--- config.mk ---
export PLATFORM = sky130hd
export DESIGN_NAME = gpio_sbport
export DESIGN_NICKNAME = d
export VERILOG_FILES = /design/src/rtl/gpio_sbport_pkg.sv /design/src/rtl/gpio_sbport_sync.sv /design/src/rtl/gpio_sbport_regs.sv /design/src/rtl/gpio_sbport_drive.sv /design/src/rtl/gpio_sbport.sv
export SDC_FILE = /design/constraint.sdc
export NUM_CORES = 1
export LEC_CHECK = 0
export CELL_PAD_IN_SITES_DETAIL_PLACEMENT = 0
export CELL_PAD_IN_SITES_GLOBAL_PLACEMENT = 2
export CORE_UTILIZATION = 36
export DETAILED_ROUTE_END_ITERATION = 8
export DONT_BUFFER_PORTS = 1
export PLACE_DENSITY_LB_ADDON = 0.1
export REMOVE_ABC_BUFFERS = 1
export SLEW_MARGIN = 20
export SYNTH_ARGS = -nofsm -noshare
export SYNTH_HDL_FRONTEND = slang
export SYNTH_SLANG_ARGS = --single-unit
--- constraint.sdc ---
create_clock -name clk -period 1.85 [get_ports clk]
set_input_delay 0.2775 -clock clk [delete_from_list [all_inputs] [get_ports clk]]
set_output_delay 0.2775 -clock clk [all_outputs]
set_load 0.02 [all_outputs]
--- src/rtl/gpio_sbport_pkg.sv ---
package gpio_sbport_pkg;

    // Register selected by a bus address
    typedef enum logic [1:0] {
        SEL_NONE = 2'd0,
        SEL_DIR  = 2'd1,
        SEL_DAT  = 2'd2,
        SEL_PIN  = 2'd3
    } reg_sel_e;

    localparam logic [2:0] MODE_SINGLE_CHIP = 3'd7;

    // Initial direction value: top pin drives in modes 4..6, none in mode 7
    function automatic logic [7:0] dir_init_8(input logic [2:0] mode);
        return (mode == MODE_SINGLE_CHIP) ? 8'h00 : 8'h80;
    endfunction

endpackage

--- src/rtl/gpio_sbport_sync.sv ---
module gpio_sbport_sync #(
    parameter int W      = 8,
    parameter int STAGES = 2
) (
    input  logic         clk,
    input  logic [W-1:0] d,
    output logic [W-1:0] q
);
    logic [W-1:0] stage [STAGES];

    always_ff @(posedge clk) stage[0] <= d;

    for (genvar s = 1; s < STAGES; s++) begin : g_stage
        always_ff @(posedge clk) stage[s] <= stage[s-1];
    end

    assign q = stage[STAGES-1];
endmodule

--- src/rtl/gpio_sbport_regs.sv ---
module gpio_sbport_regs
    import gpio_sbport_pkg::*;
#(
    parameter int          PINS     = 8,
    parameter int          ADDR_W   = 16,
    parameter logic [15:0] DIR_ADDR = 16'hFEBE,
    parameter logic [15:0] DAT_ADDR = 16'hFF6E,
    parameter logic [15:0] PIN_ADDR = 16'hFF5E
) (
    input  logic              clk,
    input  logic              rst,
    input  logic [2:0]        op_mode,
    input  logic              hw_stby,
    input  logic [ADDR_W-1:0] bus_addr,
    input  logic              bus_wr,
    input  logic [PINS-1:0]   bus_wdata,
    input  logic              bus_rd,
    output logic [PINS-1:0]   bus_rdata,
    input  logic [PINS-1:0]   pin_sync,
    output logic [PINS-1:0]   dir_q,
    output logic [PINS-1:0]   dat_q
);
    localparam logic [PINS-1:0] TOP_PIN = PINS'(1) << (PINS-1);

    reg_sel_e        sel;
    logic [PINS-1:0] pin_q;
    logic [PINS-1:0] dir_init;

    always_comb begin
        if (bus_addr == ADDR_W'(DIR_ADDR))      sel = SEL_DIR;
        else if (bus_addr == ADDR_W'(DAT_ADDR)) sel = SEL_DAT;
        else if (bus_addr == ADDR_W'(PIN_ADDR)) sel = SEL_PIN;
        else                                    sel = SEL_NONE;
    end

    assign dir_init = (op_mode == MODE_SINGLE_CHIP) ? '0 : TOP_PIN;

    // Direction: reset and hardware standby both reinitialise it
    always_ff @(posedge clk) begin
        if (rst || hw_stby)                    dir_q <= dir_init;
        else if (bus_wr && sel == SEL_DIR)     dir_q <= bus_wdata;
    end

    always_ff @(posedge clk) begin
        if (rst)                               dat_q <= '0;
        else if (bus_wr && sel == SEL_DAT)     dat_q <= bus_wdata;
    end

    // Pin-level sampling register, fed from the synchronizer
    always_ff @(posedge clk) begin
        if (rst) pin_q <= '0;
        else     pin_q <= pin_sync;
    end

    always_ff @(posedge clk) begin
        if (rst || !bus_rd) begin
            bus_rdata <= '0;
        end else begin
            unique case (sel)
                SEL_DAT: bus_rdata <= dat_q;
                SEL_PIN: bus_rdata <= pin_q;
                default: bus_rdata <= '0;   // direction is write-only
            endcase
        end
    end
endmodule

--- src/rtl/gpio_sbport_drive.sv ---
module gpio_sbport_drive #(
    parameter int PINS = 8
) (
    input  logic [PINS-1:0] dir_q,
    input  logic [PINS-1:0] dat_q,
    input  logic            sw_stby,
    input  logic            stby_hold,
    output logic [PINS-1:0] pin_out,
    output logic [PINS-1:0] pin_oe
);
    logic float_all;

    assign float_all = sw_stby && !stby_hold;

    for (genvar i = 0; i < PINS; i++) begin : g_pin
        assign pin_oe[i]  = dir_q[i] && !float_all;
        assign pin_out[i] = dat_q[i];
    end
endmodule

--- src/rtl/gpio_sbport.sv ---
module gpio_sbport #(
    parameter int          PINS        = 8,
    parameter int          ADDR_W      = 16,
    parameter int          SYNC_STAGES = 2,
    parameter logic [15:0] DIR_ADDR    = 16'hFEBE,
    parameter logic [15:0] DAT_ADDR    = 16'hFF6E,
    parameter logic [15:0] PIN_ADDR    = 16'hFF5E
) (
    input  logic              clk,
    input  logic              rst,
    input  logic [2:0]        op_mode,
    input  logic              hw_stby,
    input  logic              sw_stby,
    input  logic              stby_hold,
    input  logic [ADDR_W-1:0] bus_addr,
    input  logic              bus_wr,
    input  logic [PINS-1:0]   bus_wdata,
    input  logic              bus_rd,
    output logic [PINS-1:0]   bus_rdata,
    input  logic [PINS-1:0]   pin_in,
    output logic [PINS-1:0]   pin_out,
    output logic [PINS-1:0]   pin_oe
);
    logic [PINS-1:0] pin_sync;
    logic [PINS-1:0] dir_q;
    logic [PINS-1:0] dat_q;

    gpio_sbport_sync #(.W(PINS), .STAGES(SYNC_STAGES)) u_sync (
        .clk (clk),
        .d   (pin_in),
        .q   (pin_sync)
    );

    gpio_sbport_regs #(
        .PINS(PINS), .ADDR_W(ADDR_W),
        .DIR_ADDR(DIR_ADDR), .DAT_ADDR(DAT_ADDR), .PIN_ADDR(PIN_ADDR)
    ) u_regs (
        .clk       (clk),
        .rst       (rst),
        .op_mode   (op_mode),
        .hw_stby   (hw_stby),
        .bus_addr  (bus_addr),
        .bus_wr    (bus_wr),
        .bus_wdata (bus_wdata),
        .bus_rd    (bus_rd),
        .bus_rdata (bus_rdata),
        .pin_sync  (pin_sync),
        .dir_q     (dir_q),
        .dat_q     (dat_q)
    );

    gpio_sbport_drive #(.PINS(PINS)) u_drive (
        .dir_q     (dir_q),
        .dat_q     (dat_q),
        .sw_stby   (sw_stby),
        .stby_hold (stby_hold),
        .pin_out   (pin_out),
        .pin_oe    (pin_oe)
    );
endmodule

==> results.ini <==
[timing]
period_minus_slack_ps=1270
grt_setup_unrepaired=no
setup_tns_ps=0
worstMarginPinSlew_ps=473
hold_violations=0
setup_viol=0
period_share=0.685
drv_slew=0
clock_skew_ps=5.80
clock.fmax_ghz=0.790
max_slew_margin=0.684

[clock_network]
htree_levels=2
ctsRootBufferMaster=clkbuf_8
cts_setup_buffers=0
post_cts_resized=0
cts_tree=yes
ctsHoldBuffers=8
clock-sinks=48
cts_buffers=5
clk_pin_slew_ps=90
worst_skew_pair.late_latency_ps=290
cts_buffer_depth=2

[placement]
placed_cells=178
port_buffers=0
dp_hpwl_um=2150
gp_congestion=0.663

[logic_synthesis]
yosysMostFrequentCell=dfxtp_1
yosys.area.top_type=dfxtp_1
netlist.area_leader.share=0.510
synth_cells=130
ys_warn_count=0
synth-edff-count=8
yosys-top-cells-area=dfxtp_1 51%, edfxtp_1 15%, and2_1 6.0%
ys_ff_latch=48
synth_cell_types=28
yosysSeqAreaShare=0.662
ys_top_cells_by_count=40 x dfxtp_1, 15 x and2_1, 10 x nand3_1
synth.avg_cell_area_um2=12.1
ys.flop_type=dfxtp_1
async_reset_ff_frac=0
synthesis.area_um2=1570

[pwr]
power-per-cell-area_nw_per_um2=1010
ir_drop_mv=0.466
total_leakage_power_uw=0.000664
power_uw=1830

[global_routing]
gr-total-overflow=0
antenna_found_initial=0
gr-usage-all-layers=0.131
grt_first_pass_wirelength_um=4240
grt_max_degree=20
grt_pass1_vias=906

[layout]
ff_latch_area_um2=1040
area_delta_synth_final_pct=14.9
antenna_cells=0
fillers=403
utilization=0.442
multi_input_area_um2=510
fin_nets=185
drive_above_1_share=0.111
instances_no_fill=194

[worst_hold_path]
min_path_type=in2reg

[detailed_routing]
dr.pass1.iters=4
wl_per_cell_um=14.5
drt_iter0_markers=43
wl_um=2820
final_antenna_net_count=0
vias=999
vias_per_cell=5.15
drc=0

[floorplanning]
die_area_um2=4630
initial_core_util=0.385
pin_count=66
die_height_um=68.1
die_x_um=68.1
core-area_um2=4090
placementRows=23

[job]
maxCapViolCount=0

[critical_path]
crit_path_start_kind=input pin
critPathRequiredTime_ps=2080
worst_ep_arrival_time_ps=1500
cp_max_fo=8
critPathCaptureType=flop
worstSetupPathType=in2reg

[status]
status=finished, final reports clean

==> logic make-up (layout without fill, tap and decap cells) <==
| logic type | after synthesis | count (layout) | share of synthesized area |
|---|---|---|---|
| flops | 48 | 48 | 0.662 |
| compound gates | 25 | 25 | 0.102 |
| mux | 1 | 1 | 0.00717 |
| buf+inv | 5 | 19 | 0.0127 |
| simple gates | 51 | 51 | 0.216 |
==> placed cells by master, fill, tap and decap left out, types with 2 or more instances in the layout <==
master         instances
nand2b_1               3
dfxtp_1               40
nor2_1                 3
nor2b_1                8
edfxtp_1               8
nand3_1               10
a21oi_1                8
nor3_4                 2
a22o_1                 8
and2_1                15
o21ai_0                7
inv_1                  2
dlygate4sd3_1          8
clkbuf_8               6
==> layer usage <==
layer  vias to the layer above  part of all wire  GRT usage
met4                         0            0.0074     0.0547
li1                        482                 -          -
met3                         2              0.11     0.0650
met1                       463              0.41      0.148
met2                        52              0.47      0.210
met5                         -                 0          0
==> per-stage QoR <==
step                      hold slack, ps  instance area [um2]  setup WS (ps)
after global placement               305                 1630            308
final                               43.6                 1810            584
after CTS                           32.8                 1810            587
after floorplan                      305                 1560            398
after detailed placement             305                 1630            281
after global routing                26.0                 1810            475
==> area by class of cell <==
cell class                 instances  area share
inverter                           2     0.00416
multi-input combinational         77       0.283
timing repair buffer               9      0.0485
clock buffer                       6      0.0457
clock inverter                     2     0.00762
tap                               50      0.0347
sequential                        48       0.577
==> flip-flops by register name (all words and copies together) (netlist names) <==
signal	flops
u_sync.stage	16
u_regs.bus_rdata	8
u_regs.dat_q	8
u_regs.dir_q	8
u_regs.pin_q	8
==> where the power goes <==
| group | switching [uW] | internal, uW | total, uW |
|---|---|---|---|
| Sequential | 8.89 | 1100 | 1110 |
| Combinational | 43.3 | 33.8 | 77.1 |
| Clock | 336 | 306 | 641 |
| Total | 388 | 1440 | 1830 |
==> final timing paths <==
check	endpoint	slack [ps]	depth (start not counted)	startpoint
max	u_regs.bus_rdata[5]$_SDFF_PP0_	580	4	bus_addr[9]
min	u_regs.pin_q[3]$_SDFF_PP0_	40	1	rst
max reg2reg	u_regs.dat_q[4]$_SDFFE_PP0P_	1010	2	u_regs.dat_q[4]$_SDFFE_PP0P_
min reg2reg	u_sync.stage[1][4]$_DFF_P_	320	0	u_sync.stage[0][4]$_DFF_P_
==> critical path, stage by stage <==
cell	delay, ps
nand4_2	130
or4_4	600
nor3_4	290
a22o_1	200
Note: power is estimated with default switching activity, not from simulation.
